### config.mk
export PLATFORM = sky130hd
export DESIGN_NAME = uart_irq_status
export DESIGN_NICKNAME = d
export VERILOG_FILES = /design/src/rtl/uirq_pkg.sv /design/src/rtl/uirq_ctrl.sv /design/src/rtl/uirq_rx_track.sv /design/src/rtl/uirq_arb.sv /design/src/rtl/uart_irq_status.sv
export SDC_FILE = /design/constraint.sdc
export NUM_CORES = 1
export LEC_CHECK = 0
export ABC_AREA = 1
export BUFFER_PORTS_ARGS = -buffer_cell sky130_fd_sc_hd__buf_4
export CAP_MARGIN = 20
export CORE_MARGIN = 5
export CORE_UTILIZATION = 34
export DETAILED_ROUTE_END_ITERATION = 7
export PLACE_DENSITY_LB_ADDON = 0.1
export SLEW_MARGIN = 20
export SYNTH_ARGS = -nofsm -noshare
export SYNTH_HDL_FRONTEND = slang
export SYNTH_SLANG_ARGS = --single-unit
### constraint.sdc
create_clock -name clk -period 3.1 [get_ports clk]
set_clock_uncertainty 0.05 [all_clocks]
set_input_delay 0.62 -clock clk [delete_from_list [all_inputs] [get_ports clk]]
set_output_delay 0.62 -clock clk [all_outputs]
set_load 0.05 [all_outputs]
### src/rtl/uirq_pkg.sv
`timescale 1ns/1ps
package uirq_pkg;

    typedef enum logic [1:0] {
        SRC_NONE,
        SRC_LINE,
        SRC_RXDATA,
        SRC_TXEMPTY
    } irq_state_e;

    typedef struct packed {
        logic brk;
        logic frm;
        logic par;
    } rx_err_t;

    localparam logic [3:0] ID_NONE    = 4'h1;
    localparam logic [3:0] ID_LINE    = 4'h6;
    localparam logic [3:0] ID_RXDATA  = 4'h4;
    localparam logic [3:0] ID_TXEMPTY = 4'h2;

    function automatic logic [4:0] trig_bytes(input logic [1:0] code);
        logic [4:0] r;
        unique case (code)
            2'b00:   r = 5'd1;
            2'b01:   r = 5'd4;
            2'b10:   r = 5'd8;
            default: r = 5'd14;
        endcase
        return r;
    endfunction

endpackage

### src/rtl/uirq_ctrl.sv
`timescale 1ns/1ps
module uirq_ctrl #(
    parameter int CNT_W = 5
) (
    input  logic             clk,
    input  logic             rst_n,
    input  logic             ier_we,
    input  logic [3:0]       ier_wdata,
    input  logic             fcr_we,
    input  logic [7:0]       fcr_wdata,
    output logic [3:0]       ier_q,
    output logic             fifo_en,
    output logic [1:0]       trig_code,
    output logic [CNT_W-1:0] trig_lvl
);
    import uirq_pkg::*;

    logic unused_fcr_bits;
    assign unused_fcr_bits = ^fcr_wdata[5:1];

    always_ff @(posedge clk or negedge rst_n) begin
        if (!rst_n) begin
            ier_q     <= '0;
            fifo_en   <= 1'b0;
            trig_code <= 2'b00;
        end else begin
            if (ier_we) ier_q <= ier_wdata;
            if (fcr_we) begin
                fifo_en   <= fcr_wdata[0];
                trig_code <= fcr_wdata[7:6];
            end
        end
    end

    always_comb begin
        if (fifo_en) trig_lvl = CNT_W'(trig_bytes(trig_code));
        else         trig_lvl = CNT_W'(1);
    end

endmodule

### src/rtl/uirq_rx_track.sv
`timescale 1ns/1ps
module uirq_rx_track #(
    parameter int DEPTH = 16,
    parameter int CNT_W = $clog2(DEPTH + 1),
    parameter int PTR_W = (DEPTH > 1) ? $clog2(DEPTH) : 1
) (
    input  logic               clk,
    input  logic               rst_n,
    input  logic               rx_push,
    input  uirq_pkg::rx_err_t  rx_err,
    input  logic               rx_pop,
    input  logic               lsr_rd,
    output logic [CNT_W-1:0]   rx_count,
    output uirq_pkg::rx_err_t  head_err,
    output logic               overrun,
    output logic               fifo_err
);
    import uirq_pkg::*;

    localparam logic [CNT_W-1:0] FULL_CNT = CNT_W'(DEPTH);
    localparam logic [PTR_W-1:0] LAST_PTR = PTR_W'(DEPTH - 1);

    logic [CNT_W-1:0] count_q, err_cnt_q;
    logic [PTR_W-1:0] wr_ptr_q, rd_ptr_q;
    logic             mask_q, ovr_q;
    rx_err_t          tag_q [DEPTH];
    rx_err_t          head_raw;
    logic             pop_ok, push_ok, not_empty;

    assign not_empty = (count_q != '0);
    assign pop_ok    = rx_pop && not_empty;
    assign push_ok   = rx_push && ((count_q != FULL_CNT) || pop_ok);
    assign head_raw  = tag_q[rd_ptr_q];

    function automatic logic [PTR_W-1:0] ptr_inc(input logic [PTR_W-1:0] p);
        return (p == LAST_PTR) ? '0 : p + PTR_W'(1);
    endfunction

    // per-entry error tag storage
    for (genvar gi = 0; gi < DEPTH; gi++) begin : g_tag
        always_ff @(posedge clk or negedge rst_n) begin
            if (!rst_n)
                tag_q[gi] <= '0;
            else if (push_ok && (wr_ptr_q == PTR_W'(gi)))
                tag_q[gi] <= rx_err;
        end
    end

    always_ff @(posedge clk or negedge rst_n) begin
        if (!rst_n) begin
            count_q   <= '0;
            err_cnt_q <= '0;
            wr_ptr_q  <= '0;
            rd_ptr_q  <= '0;
            mask_q    <= 1'b0;
            ovr_q     <= 1'b0;
        end else begin
            unique case ({push_ok, pop_ok})
                2'b10:   count_q <= count_q + CNT_W'(1);
                2'b01:   count_q <= count_q - CNT_W'(1);
                default: count_q <= count_q;
            endcase
            unique case ({push_ok && (|rx_err), pop_ok && (|head_raw)})
                2'b10:   err_cnt_q <= err_cnt_q + CNT_W'(1);
                2'b01:   err_cnt_q <= err_cnt_q - CNT_W'(1);
                default: err_cnt_q <= err_cnt_q;
            endcase
            if (push_ok) wr_ptr_q <= ptr_inc(wr_ptr_q);
            if (pop_ok)  rd_ptr_q <= ptr_inc(rd_ptr_q);
            if (pop_ok)
                mask_q <= 1'b0;
            else if (lsr_rd && not_empty)
                mask_q <= 1'b1;
            if (rx_push && !push_ok)
                ovr_q <= 1'b1;
            else if (lsr_rd)
                ovr_q <= 1'b0;
        end
    end

    assign rx_count = count_q;
    assign head_err = (not_empty && !mask_q) ? head_raw : '0;
    assign overrun  = ovr_q;
    assign fifo_err = (err_cnt_q != '0);

endmodule

### src/rtl/uirq_arb.sv
`timescale 1ns/1ps
module uirq_arb (
    input  logic       clk,
    input  logic       rst_n,
    input  logic [3:0] ier_q,
    input  logic       fifo_en,
    input  logic       line_err,
    input  logic       rx_at_trig,
    input  logic       tx_empty,
    output logic       irq,
    output logic [7:0] iir
);
    import uirq_pkg::*;

    irq_state_e state_q, state_d;
    logic [3:0] id_code;

    always_ff @(posedge clk or negedge rst_n) begin
        if (!rst_n) state_q <= SRC_NONE;
        else        state_q <= state_d;
    end

    always_comb begin
        if (ier_q[2] && line_err)        state_d = SRC_LINE;
        else if (ier_q[0] && rx_at_trig) state_d = SRC_RXDATA;
        else if (ier_q[1] && tx_empty)   state_d = SRC_TXEMPTY;
        else                             state_d = SRC_NONE;
    end

    always_comb begin
        unique case (state_q)
            SRC_LINE:    begin id_code = ID_LINE;    irq = 1'b1; end
            SRC_RXDATA:  begin id_code = ID_RXDATA;  irq = 1'b1; end
            SRC_TXEMPTY: begin id_code = ID_TXEMPTY; irq = 1'b1; end
            default:     begin id_code = ID_NONE;    irq = 1'b0; end
        endcase
        iir = {fifo_en, fifo_en, 2'b00, id_code};
    end

endmodule

### src/rtl/uart_irq_status.sv
`timescale 1ns/1ps
module uart_irq_status #(
    parameter int DEPTH = 16
) (
    input  logic       clk,
    input  logic       rst_n,
    input  logic       rx_push,
    input  logic       rx_err_par,
    input  logic       rx_err_frm,
    input  logic       rx_err_brk,
    input  logic       rx_pop,
    input  logic       tx_fifo_empty,
    input  logic       tx_shift_empty,
    input  logic       ier_we,
    input  logic [3:0] ier_wdata,
    input  logic       fcr_we,
    input  logic [7:0] fcr_wdata,
    input  logic       rd_en,
    input  logic [1:0] rd_sel,
    output logic [7:0] rd_data,
    output logic       irq
);
    import uirq_pkg::*;

    localparam int CNT_W = $clog2(DEPTH + 1);

    logic [3:0]       ier_q;
    logic             fifo_en;
    logic [1:0]       trig_code;
    logic [CNT_W-1:0] trig_lvl, rx_count;
    rx_err_t          push_err, head_err;
    logic             overrun, fifo_err, lsr_rd;
    logic [7:0]       lsr_w, iir_w;

    assign push_err = '{brk: rx_err_brk, frm: rx_err_frm, par: rx_err_par};
    assign lsr_rd   = rd_en && (rd_sel == 2'd2);

    uirq_ctrl #(.CNT_W(CNT_W)) u_ctrl (
        .clk(clk), .rst_n(rst_n),
        .ier_we(ier_we), .ier_wdata(ier_wdata),
        .fcr_we(fcr_we), .fcr_wdata(fcr_wdata),
        .ier_q(ier_q), .fifo_en(fifo_en),
        .trig_code(trig_code), .trig_lvl(trig_lvl)
    );

    uirq_rx_track #(.DEPTH(DEPTH), .CNT_W(CNT_W)) u_track (
        .clk(clk), .rst_n(rst_n),
        .rx_push(rx_push), .rx_err(push_err), .rx_pop(rx_pop),
        .lsr_rd(lsr_rd), .rx_count(rx_count), .head_err(head_err),
        .overrun(overrun), .fifo_err(fifo_err)
    );

    assign lsr_w = {fifo_err,
                    tx_fifo_empty && tx_shift_empty,
                    tx_fifo_empty,
                    head_err.brk, head_err.frm, head_err.par,
                    overrun,
                    rx_count != '0};

    uirq_arb u_arb (
        .clk(clk), .rst_n(rst_n),
        .ier_q(ier_q), .fifo_en(fifo_en),
        .line_err(|lsr_w[4:1]),
        .rx_at_trig(rx_count >= trig_lvl),
        .tx_empty(lsr_w[5]),
        .irq(irq), .iir(iir_w)
    );

    always_comb begin
        unique case (rd_sel)
            2'd0:    rd_data = {4'b0000, ier_q};
            2'd1:    rd_data = iir_w;
            2'd2:    rd_data = lsr_w;
            default: rd_data = {trig_code, 5'b00000, fifo_en};
        endcase
    end

endmodule

Yosys cells after proc, flatten, opt, wreduce, memory -nomap -nowiden

Cells that the tools add are included.

Flip-flop bits (word level): 77
Output and inout port bits: 9
Logic and storage cells: 159

Add/subtract/negate cells: 6
Order comparisons: 2
Eq/ne operators: 28
Mux-type cells: 20
Bitwise operators: 1
Reductions and logical operators: 44

Operator list:

| cell                | number |
|---|---|
| $eq 4x4->1 const B  | 9 |
| $logic_and 1x1->1   | 28 |
| $pmux 8 s3          | 1 |
| $pmux 5 s2          | 2 |
| $eq 4x3->1 const B  | 4 |
| $bmux 3 s4          | 1 |
| $eq 2x2->1 const B  | 6 |
| $mux 4              | 3 |
| $pmux 4 s3          | 1 |
| $add 5x1->5 const B | 2 |
| $eq 2x1->1 const B  | 5 |
| $reduce_bool 5->1   | 2 |
| $sub 5x1->5 const B | 2 |
| $mux 3              | 3 |
| $pmux 3 s3          | 1 |
| $reduce_or 3->1     | 3 |
| $add 4x1->4 const B | 2 |
| $eq 4x2->1 const B  | 2 |
| $reduce_bool 2->1   | 4 |
| $mux 2              | 3 |
| $ge 5x5->1          | 1 |
| $ge 5x5->1 const B  | 1 |
| $mux 1              | 5 |
| $ne 5x5->1 const B  | 1 |
| other kinds (7)     | 9 |

Longest topological paths before layout

Gate-level depths: netlist (run 1).

Depth after elaboration: 8
Depth in mapped cells: 19
Depth with buffers taken out: 17

Hierarchy

A second synthesis (run 1) with hierarchy kept.

Cells, all modules: 646
Area total of the unflattened synthesis: 4684.5 µm²

Modules (own cells, without submodules):

| module          | instances | cells an instance | area an instance (µm²) | sequential area each (µm²) |
|---|---|---|---|---|
| uirq_rx_track   | 1         | 520               | 3866.2                 | 1701.6 |
| uart_irq_status | 1         | 63                | 325.3                  | 0.0 |
| uirq_ctrl       | 1         | 39                | 300.3                  | 175.2 |
| uirq_arb        | 1         | 24                | 192.7                  | 50.0 |

Worst setup path after synthesis (run 1)

Ideal clock, no wire load.

Path type: input to output
From: in rd_sel[1]
To: out rd_data[6]
Arrival: 2.079 ns
Required time: 2.430 ns
Path slack: 0.351 ns
Cell stages on the path: 6
Buffers on the path: 0
Cells stage by stage: inv_1 -> nor2_1 -> inv_1 -> nor2_1 -> nand2_1 -> nand3_1

Cells in the longest elaborated chain, start to end: 2
Elaborated cells on any way between the ends: 4

RTL lines:

| item                                     | RTL line              | text |
|---|---|---|
| start: declaration                       | uart_irq_status.sv:19 | `input logic [1:0] rd_sel,` |
| $eq 2x2->1, or another cell as far along | uart_irq_status.sv:70 | `unique case (rd_sel)` |
| $pmux 8 s3 (*)                           | uart_irq_status.sv:70 |  |
| end: declaration                         | uart_irq_status.sv:20 | `output logic [7:0] rd_data,` |

Mark *: on every way between the ends. The rest lies on a longest branch, timed or not.

Worst setup path after layout (run 1)

From: reg u_track.rd_ptr_q[0]
To: reg u_track.err_cnt_q[4]

Cells in the longest elaborated chain, start to end: 8
Elaborated cells on any way between the ends: 10

RTL lines:

| item                                            | RTL line            | text |
|---|---|---|
| start: declaration                              | uirq_rx_track.sv:24 | `logic [PTR_W-1:0] wr_ptr_q, rd_ptr_q;` |
| start signal: assignment                        | uirq_rx_track.sv:69 | `if (pop_ok) rd_ptr_q <= ptr_inc(rd_ptr_q);` |
| $not 4->5 (not written as such) (*)             | uirq_rx_track.sv:33 | `assign head_raw = tag_q[rd_ptr_q];` |
| $bmux 3 s4 (*)                                  | uirq_rx_track.sv:33 |  |
| $mux 3 (not written as such) (*) (2 in a row)   | uirq_rx_track.sv:33 |  |
| $reduce_or 3->1 (*)                             | uirq_rx_track.sv:63 | `unique case ({push_ok && (\|rx_err), pop_ok && (\|head_raw)})` |
| $logic_and 1x1->1 (*)                           | uirq_rx_track.sv:63 |  |
| $eq 2x1->1 or $eq 2x2->1 (tied branches)        | uirq_rx_track.sv:63 |  |
| $pmux 5 s2 or $reduce_bool 2->1 (tied branches) | -                   |  |
| end signal: assignment                          | uirq_rx_track.sv:64 | `2'b10: err_cnt_q <= err_cnt_q + CNT_W'(1);` |
| end signal: assignment                          | uirq_rx_track.sv:65 | `2'b01: err_cnt_q <= err_cnt_q - CNT_W'(1);` |
| end signal: assignment                          | uirq_rx_track.sv:66 | `default: err_cnt_q <= err_cnt_q;` |
| end: declaration                                | uirq_rx_track.sv:23 | `logic [CNT_W-1:0] count_q, err_cnt_q;` |

Mark *: on every way between the ends. The rest lies on a longest branch, timed or not. The select of a mux whose other input is x is not followed.
A chain may end at the register's enable or synchronous reset.

==> flow_summary.json, run 1 <==
{
  "outcome": "completed",
  "crit_type": "reg -> reg",
  "synthTopCellsByCount": "nand2_1 (188), inv_1 (88), dfrtp_1 (77)",
  "final_antenna_net_count": 0,
  "maxSlewHeadroom_pct": 50.9,
  "synth-seq-area-share_pct": 45.1,
  "grt_pass1_vias": 3477,
  "synthFlopType": "dfrtp_1",
  "fin_crit_sh_pct": 92.2,
  "drc": 0,
  "yosysTopAreaCell": "dfrtp_1",
  "dr.pass1.iters": 4,
  "fin_crit_ns": 2.86,
  "insertion_delay_ns": 0.34,
  "num_rows": 41,
  "hp-class": "in -> async",
  "power.switching_mw": 2.17,
  "dp_hpwl_mm": 7.18,
  "clk_pin_slew_ns": 0.06,
  "die_area_mm2": 0.0149,
  "coreArea_mm2": 0.0125,
  "synth_area_mm2": 0.00428,
  "yosysUniqueCellTypes": 34,
  "clk_path_buf_depth": 2,
  "area_growth_pct": 18.3,
  "clock.fmax_ghz": 0.350,
  "syn_area_per_cell_um2": 7.65,
  "cts_tree": "done",
  "maxCapViolCount": 0,
  "yosysMostFrequentCell": "nand2_1",
  "syn_nets": 607,
  "antenna_found_initial": 0,
  "dp_cells": 754,
  "cp.required_ns": 3.28,
  "rsz0062_at_grt": "no",
  "swShare_pct": 41.6,
  "num_vias": 3534,
  "synth_area_leaders": "dfrtp_1 (45%), nand2_1 (17%), o21ai_0 (8.0%)",
  "maxSlewViolCount": 0,
  "setup_tns_ns": 0,
  "grt_pass1_wl_mm": 17.1,
  "track_usage_pct": 15.0,
  "synth_edf_count": 0,
  "ys_seq_elements": 77,
  "combPwrFrac_pct": 44.5,
  "grt_max_degree": 78,
  "die_x_um": 122,
  "power_density_mw_per_mm2": 1030,
  "io_pins": 35,
  "numCtsBuffers": 9,
  "tightest_slew_ns": 0.736,
  "final_cells": 772,
  "r2r_slack_ns": 0.24,
  "worstPathArrival_ns": 3.03,
  "nFillCells": 1314,
  "drive_gt1_share_pct": 11.3,
  "ir_worst_vdd_uv": 411,
  "p_int_mw": 3.05,
  "cp_max_fo": 26,
  "cts_root_buffer": "clkbuf_16",
  "htree_levels": 3,
  "hold_violations": 0,
  "num-nets-final": 643,
  "p_clk_share_pct": 21.6,
  "grt.overflow.total": 0,
  "port_buffers": 29,
  "cts.sinks": 77,
  "async_flop_share_pct": 100,
  "vias_per_cell": 4.58,
  "p_seq_share_pct": 33.9,
  "cp-start-kind": "register",
  "initial_utilization_pct": 34.3,
  "p_leak_nw": 2.58,
  "yosysTopAreaCellShare_pct": 45.1,
  "wl_per_cell_um": 13.4,
  "die_h_um": 122,
  "wl_mm": 10.3,
  "end_kind": "register",
  "syn_inst": 559,
  "diodes": 0,
  "place_congestion": 0.775,
  "setup_viol": 0,
  "ys.warnings.count": 0,
  "drt_iter0_drc": 204
}
==> registers in the layout, indices dropped and copies added, names as in the netlist <==
register           cells
u_track.rd_ptr_q       4
u_ctrl.ier_q           4
u_arb.state_q          2
u_track.tag_q         48
u_ctrl.fifo_en         1
u_ctrl.trig_code       2
u_track.rx_count       5
u_track.err_cnt_q      5
u_track.wr_ptr_q       4
u_track.overrun        1
u_track.mask_q         1
==> area by class of cell <==
cell class | instances | area (um^2) | area share [%]
clock buffers | 10 | 229 | 4.53
repair buffers | 35 | 309 | 6.11
flip-flops and latches | 77 | 1930 | 38.1
clock inverters | 6 | 87.6 | 1.73
inverters | 92 | 362 | 7.15
well taps | 172 | 215 | 4.26
multi-input cells | 380 | 1930 | 38.1
==> stage by stage <==
| step | hold slack (ns) | utilization (%) | setup WS (ns) | area (um^2) | total power, mW |
|---|---|---|---|---|---|
| after global placement | 0.412 | 37.5 | 0.0809 | 4680 | 3.98 |
| after floorplan | 0.274 | - | 0.351 | 4280 | 3.43 |
| after CTS | 0.422 | 40.1 | 0.0674 | 5000 | 5.20 |
| after detailed placement | 0.422 | 37.5 | 0.0896 | 4680 | 4.03 |
| final | 0.257 | 40.6 | 0.243 | 5060 | 5.22 |
| after global routing | 0.334 | 40.6 | 0.0102 | 5060 | 5.74 |
==> power by group through the flow <==
stage	registers [mW]	logic (mW)	clock network (mW)
global placement	1.77	2.22	0
global route	1.83	2.70	1.21
finish	1.77	2.32	1.13
CTS	1.77	2.27	1.17
floorplan	1.69	1.74	0
detailed placement	1.78	2.25	0
==> timing repair <==
| action | in CTS | in global routing |
|---|---|---|
| hold buffers | 0 | 0 |
| hold endpoints to repair | 0 | 0 |
| endpoints found under the setup margin | 0 | 2 |
| buffers inserted | 0 | 1 |
| resized for setup | 0 | 9 |
==> placed cells by master (no fill, tap or decap), drive strengths merged <==
cell type | synthesis | final
clkinvlp | 0 | 3
ha | 20 | 20
nand3 | 37 | 37
a21oi | 6 | 6
a31oi | 2 | 2
a211oi | 1 | 1
xnor2 | 3 | 3
nor2 | 29 | 29
clkbuf | 3 | 11
xor2 | 6 | 6
inv | 92 | 92
or2 | 2 | 2
bufinv | 0 | 2
nor4 | 1 | 1
fa | 2 | 2
o221ai | 2 | 2
buf | 7 | 34
a22oi | 1 | 1
or4 | 1 | 1
dfrtp | 77 | 77
mux2 | 2 | 2
nand2 | 189 | 189
o21ai | 70 | 70
o211ai | 2 | 2
o22ai | 1 | 1
clkinv | 0 | 1
o2111ai | 1 | 1
o31ai | 1 | 1
nor3 | 1 | 1
==> routing by layer <==
layer / track usage (%) / share of wire [%] / vias up
li1: - / - / 1828
met1: 20.1 / 49 / 1669
met2: 23.7 / 46 / 25
met3: 2.92 / 2.3 / 12
met4: 6.51 / 1.9 / 0
met5: 0 / 0 / -
==> path summary, 6_finish.rpt <==
path                                           start  cells after the start                   end
worst max-delay path             u_track.rd_ptr_q[0]                     18  u_track.err_cnt_q[4]
worst min-delay path                           rst_n                      1     u_track.tag_q[32]
worst max register to register   u_track.rd_ptr_q[0]                     18  u_track.err_cnt_q[4]
worst min register to register  u_track.err_cnt_q[4]                      1  u_track.err_cnt_q[4]
max in group asynchronous                      rst_n                      1   u_track.rd_ptr_q[0]
min in group clk                u_track.err_cnt_q[4]                      1  u_track.err_cnt_q[4]
==> critical path: stages, from the launching register on <==
cell	delay, ns
dfrtp_2	0.42
buf_12	0.16
inv_16	0.11
nand2_1	0.06
nand3_1	0.07
nand2_1	0.07
nand2_1	0.05
nand2_1	0.08
inv_1	0.06
nand2_1	0.10
nor3_2	0.21
nor2_1	0.10
ha_2	0.22
fa_2	0.36
a21oi_2	0.15
o21ai_0	0.10
a21oi_1	0.12
o21ai_0	0.11
xnor2_1	0.13
==> cell families after synthesis <==
logic type,Yosys count,synth area share [%]
AOI/OAI and AO/OA,87,10.8
xor gates and xnor gates,9,1.84
adders and majority gates,22,6.79
buffers and inverters,102,10.2
DFF,77,45.1
muxes,2,0.527
and+or+nand+nor,260,24.7
No activity file was read; power rests on OpenSTA's default activity.
==> run 2: changes to the inputs <==
Clock period 3.1 ns to 2.5 ns, I/O delays scaled along.
==> flow_summary.json, run 2 (synthesized netlist as in run 1, its figures left out) <==
{
  "num_rows": 41,
  "power_mw": 7.14,
  "holdBufCountCts": 0,
  "dp_worst_setup_slack_ns": -0.261,
  "antenna_found_initial": 0,
  "dp_cells": 783,
  "place_congestion": 0.786,
  "initial_utilization_pct": 34.3,
  "hold_violations": 0,
  "dp_hpwl_mm": 7.52,
  "htree_levels": 3,
  "cts.sinks": 77,
  "num-nets-final": 676,
  "cp.required_ns": 2.68,
  "cp_max_fo": 6,
  "setup_ws_ns": -0.175,
  "worstPathArrival_ns": 2.85,
  "dr.pass1.iters": 4,
  "drive_gt1_share_pct": 22.0,
  "maxSlewHeadroom_pct": 46.8,
  "clk_pin_slew_ns": 0.06,
  "track_usage_pct": 15.4,
  "die_x_um": 122,
  "outcome": "complete, but fails checks",
  "maxCapViolCount": 0,
  "maxSlewViolCount": 0,
  "grt_pass1_wl_mm": 17.8,
  "final_cell_mix": "nand2_1 (172), inv_1 (85), dfrtp_1 (77)",
  "crit_type": "reg -> reg",
  "final_cells": 804,
  "clock.fmax_ghz": 0.374,
  "fin_crit_ns": 2.67,
  "io_pins": 35,
  "coreArea_mm2": 0.0125,
  "cp-start-kind": "register",
  "tightest_slew_ns": 0.798,
  "port_buffers": 29,
  "setup_viol": 4,
  "die_area_mm2": 0.0149,
  "fin_crit_sh_pct": 107,
  "grt.overflow.total": 0,
  "power_density_mw_per_mm2": 1300,
  "grt_pass1_vias": 3630,
  "vias_per_cell": 4.54,
  "cts_tree": "done",
  "rsz0062_at_grt": "yes",
  "wl_per_cell_um": 13.2,
  "final_common_cell": "nand2_1",
  "p_leak_nw": 2.76,
  "numCtsBuffers": 9,
  "regMostFlops": "u_track.tag_q",
  "nFillCells": 1278,
  "drt_iter0_drc": 168,
  "final_antenna_net_count": 0,
  "hp-class": "in -> async",
  "drc": 0,
  "ir_worst_vdd_uv": 576,
  "clk_path_buf_depth": 2,
  "diodes": 0,
  "area_growth_pct": 28.2,
  "end_kind": "register",
  "setup_tns_ns": -0.381,
  "die_h_um": 122,
  "grt_max_degree": 60,
  "largest_reg_flops": 48,
  "insertion_delay_ns": 0.34,
  "violations": "negative setup slack",
  "num_vias": 3648,
  "cts_root_buffer": "clkbuf_16",
  "wl_mm": 10.6
}
-- run 2: what timing repair did --
action | CTS | global route
gates resized for setup | 29 | 38
setup buffers | 0 | 4
pin swaps | 6 | 20
hold endpoints to repair | 0 | 0
setup endpoints to repair | 6 | 9
gates cloned | 1 | 1
-- run 2: final cells by class --
type / instances / area, um^2 / area share, %
repair inverters: 2 / 20.0 / 0.365
repair buffers: 66 / 548 / 10.0
well taps: 172 / 215 / 3.93
flip-flops and latches: 77 / 1930 / 35.2
multi-input cells: 380 / 2130 / 38.9
inverters: 92 / 358 / 6.53
clock buffers: 10 / 229 / 4.18
clock inverters: 5 / 52.6 / 0.959
-- run 2: metal layers --
| metal | share of wire (%) | global-route usage, % | vias up |
|---|---|---|---|
| li1 | - | - | 1894 |
| met1 | 48 | 20.6 | 1703 |
| met2 | 46 | 24.5 | 40 |
| met3 | 4.3 | 4.22 | 11 |
| met4 | 1.1 | 4.20 | 0 |
| met5 | 0 | 0 | - |
-- run 2: worst paths after layout --
check / startpoint / endpoint / slack (ns) / depth (start not counted)
max: u_track.rd_ptr_q[0] / u_track.err_cnt_q[4] / -0.17 / 17
min: rst_n / u_arb.state_q[1] / 0.19 / 1
max reg2reg: u_track.rd_ptr_q[0] / u_track.err_cnt_q[4] / -0.17 / 17
min reg2reg: u_track.tag_q[9] / u_track.tag_q[9] / 0.43 / 2
max in group asynchronous: rst_n / u_track.tag_q[42] / 1.53 / 2
min in group clk: ier_wdata[1] / u_ctrl.ier_q[1] / 0.32 / 3
-- run 2: stage by stage --
stage          util (%)  hold slack [ns]  instance area (um^2)
6_report           44.0            0.193                  5480
5_1_grt            44.0            0.264                  5480
4_1_cts            42.3            0.225                  5270
3_5_place_dp       39.1            0.423                  4880
3_3_place_gp       39.1            0.416                  4880
2_1_floorplan         -            0.154                  4280
-- run 2: report_power, final --
group          switching, mW  internal [mW]
combinational           2.09           1.62
clock                  0.513          0.762
sequential             0.374           1.79
total                   2.97           4.17
-- run 2: worst max-delay path, stage by stage (launching register included) --
cell and delay [ns]:
dfrtp_1 0.40, buf_8 0.17, buf_4 0.15, nand2_1 0.05, nand2_1 0.06, nand2_1 0.07, nand3_2 0.08, nand3_2 0.08
nand2_2 0.06, nor3_2 0.19, nor2_2 0.09, ha_4 0.20, fa_2 0.36, a21oi_2 0.14, o21ai_1 0.08, a21oi_1 0.12
o21ai_1 0.09, xnor2_1 0.12
==> run 3: changes to the inputs <==
Settings changed: ABC_AREA 1 to 0, MAX_ROUTING_LAYER set to met4.
==> flow_summary.json, run 3 <==
{
  "wl_per_cell_um": 16.4,
  "clock.fmax_ghz": 0.343,
  "violations": "negative setup slack",
  "maxSlewViolCount": 0,
  "grt_pass1_vias": 3139,
  "use_met3_pct": 2.80,
  "htree_levels": 3,
  "grt_max_degree": 32,
  "use_met2_pct": 24.5,
  "area_growth_pct": 31.1,
  "nFillCells": 1119,
  "fin_crit_sh_pct": 116,
  "num-nets-final": 488,
  "numCtsBuffers": 9,
  "synthTopCellsByCount": "dfrtp_1 (77), mux2_2 (54), nand2_1 (40)",
  "die_h_um": 121,
  "power_density_mw_per_mm2": 1310,
  "die_x_um": 121,
  "synth_area_mm2": 0.00421,
  "ys.warnings.count": 0,
  "syn_inst": 364,
  "dp_worst_setup_slack_ns": -0.488,
  "clk_pin_slew_ns": 0.06,
  "setup_viol": 9,
  "final_cell_mix": "dfrtp_1 (75), buf_4 (68), mux2_2 (51)",
  "insertion_delay_ns": 0.34,
  "clk_path_buf_depth": 2,
  "drt_iter0_drc": 125,
  "yosysTopAreaCellShare_pct": 45.8,
  "maxCapViolCount": 0,
  "vias_per_cell": 4.90,
  "drive_gt1_share_pct": 44.9,
  "num_rows": 40,
  "synthFlopType": "dfrtp_1",
  "r2r_slack_ns": -0.41,
  "worstPathArrival_ns": 3.09,
  "syn_area_per_cell_um2": 11.6,
  "hold_violations": 0,
  "swShare_pct": 37.3,
  "dp_hpwl_mm": 7.33,
  "end_kind": "register",
  "p_int_mw": 4.52,
  "grt.overflow.total": 0,
  "combPwrFrac_pct": 52.8,
  "num_vias": 2992,
  "synth-seq-area-share_pct": 45.8,
  "cp.required_ns": 2.68,
  "ir_worst_vdd_uv": 494,
  "port_buffers": 29,
  "r2r-start": "u_track.rd_ptr_q[2]",
  "async_flop_share_pct": 100,
  "yosysMostFrequentCell": "dfrtp_1",
  "yosysTopAreaCell": "dfrtp_1",
  "outcome": "complete, but fails checks",
  "synth_edf_count": 0,
  "p_clk_share_pct": 16.0,
  "cts_root_buffer": "clkbuf_16",
  "die_area_mm2": 0.0147,
  "track_usage_pct": 15.0,
  "cts_tree": "done",
  "tightest_slew_ns": 0.640,
  "gr-usage-met1_pct": 18.5,
  "final_common_cell": "dfrtp_1",
  "ff2ff_path_depth": 13,
  "grt_pass1_wl_mm": 16.4,
  "diodes": 0,
  "drc": 0,
  "setup_ws_ns": -0.411,
  "cp_max_fo": 8,
  "rsz0062_at_grt": "yes",
  "slowest_delay_ns": 0.44,
  "crit_type": "reg -> reg",
  "cts.sinks": 77,
  "fin_crit_ns": 2.91,
  "holdBufCountCts": 0,
  "synth_area_leaders": "dfrtp_1 (46%), mux2_2 (14%), ha_1 (5.9%)",
  "initial_utilization_pct": 34.9,
  "top_usage_layer": "met2",
  "syn_nets": 412,
  "crit_chain": "buf_12, buf_6, mux2_4, o311a_1, o22ai_2, nor2_1, ha_2, fa_2, a21o_1, a21oi_2, xor2_1, nor2_1, xor2_1",
  "io_pins": 35,
  "yosysUniqueCellTypes": 43,
  "cp-start-kind": "register",
  "hp-class": "in -> async",
  "place_congestion": 0.829,
  "ys_seq_elements": 77,
  "dr.pass1.iters": 4,
  "coreArea_mm2": 0.0121,
  "wl_mm": 9.99,
  "cpMaxStageDelayCell": "dfrtp_2",
  "largest_reg_flops": 48,
  "maxSlewHeadroom_pct": 56.8,
  "power.switching_mw": 2.69,
  "p_leak_nw": 2.51,
  "regMostFlops": "u_track.tag_q",
  "antenna_found_initial": 0,
  "r2r-end": "u_track.err_cnt_q[4]",
  "final_antenna_net_count": 0,
  "p_seq_share_pct": 31.3,
  "whs_ns": 0.0527
}
==> run 3: final cells by class <==
cell class | instances | area, um^2 | share of cell area, %
clock buffers | 11 | 233 | 4.22
clock inverters | 3 | 15.0 | 0.272
inverters | 16 | 60.1 | 1.09
multi-input cells | 256 | 2380 | 43.2
flip-flops and latches | 77 | 1930 | 35.0
well taps | 168 | 210 | 3.81
repair buffers | 80 | 683 | 12.4
==> run 3: critical path, delay by kind of cell (launching register included) <==
| family | cells | cell delay (ns) |
|---|---|---|
| mux | 1 | 0.30 |
| fa+ha+maj | 2 | 0.55 |
| buf+inv | 2 | 0.27 |
| xor+xnor | 2 | 0.27 |
| flops | 1 | 0.44 |
| simple gates | 2 | 0.13 |
| compound gates | 4 | 0.77 |
==> run 3: routing by layer <==
layer  vias to the layer above  wire (um)
li1                       1451          -
met5                         -          0
met4                         0        187
met1                      1477       4520
met2                        49       4900
met3                        15        388
==> run 3: logic make-up after synthesis <==
logic type               count (synthesis)  synth area share [%]
buffers and inverters                   31                  3.03
multiplexers                            88                  24.7
AND/OR/NAND/NOR                         83                  9.40
XOR/XNOR                                12                  2.50
AO/OA/AOI/OAI                           51                  7.70
adder cells (fa/ha/maj)                 22                  6.90
flip-flops                              77                  45.8
==> run 3: power by group through the flow <==
stage	Combinational (mW)	Clock, mW	Sequential [mW]
after CTS	3.53	1.20	2.22
after global placement	3.25	0	2.22
after floorplan	2.33	0	2.08
after global routing	4.16	1.24	2.34
after detailed placement	3.30	0	2.24
final	3.81	1.15	2.25
==> run 3: how the worst max path moves through the flow <==
stage | from | endpoint | slack, ns | cells after the start
final | u_track.rd_ptr_q[2] | u_track.err_cnt_q[4] | -0.41 | 13
after global routing | u_track.rd_ptr_q[2] | u_track.err_cnt_q[4] | -0.53 | 13
after CTS | u_track.rd_ptr_q[2] | u_track.err_cnt_q[4] | -0.40 | 15
after detailed placement | u_track.rd_ptr_q[1] | u_track.err_cnt_q[4] | -0.49 | 12
after global placement | u_track.rd_ptr_q[1] | u_track.err_cnt_q[4] | -0.43 | 12
after floorplan | u_track.rd_ptr_q[2] | u_track.err_cnt_q[4] | -0.28 | 13
==> run 3: through the flow <==
step / cells / utilization (%) / setup TNS (ns) / area (um^2) / total power [mW]
final: 611 / 45.7 / -2.12 / 5520 / 7.21
after global routing: 611 / 45.7 / -2.87 / 5520 / 7.74
after CTS: 604 / 44.1 / -2.00 / 5320 / 6.94
after detailed placement: 588 / 41.2 / -1.76 / 4960 / 5.54
after global placement: 588 / 41.2 / -1.56 / 4960 / 5.47
after floorplan: 364 / - / -0.317 / 4270 / 4.41
==> run 3: timing repair <==
action	CTS	global route
buffers inserted	2	6
gates resized for setup	26	27
pin swaps	3	17
endpoints found under the setup margin	10	11
cloned	0	1
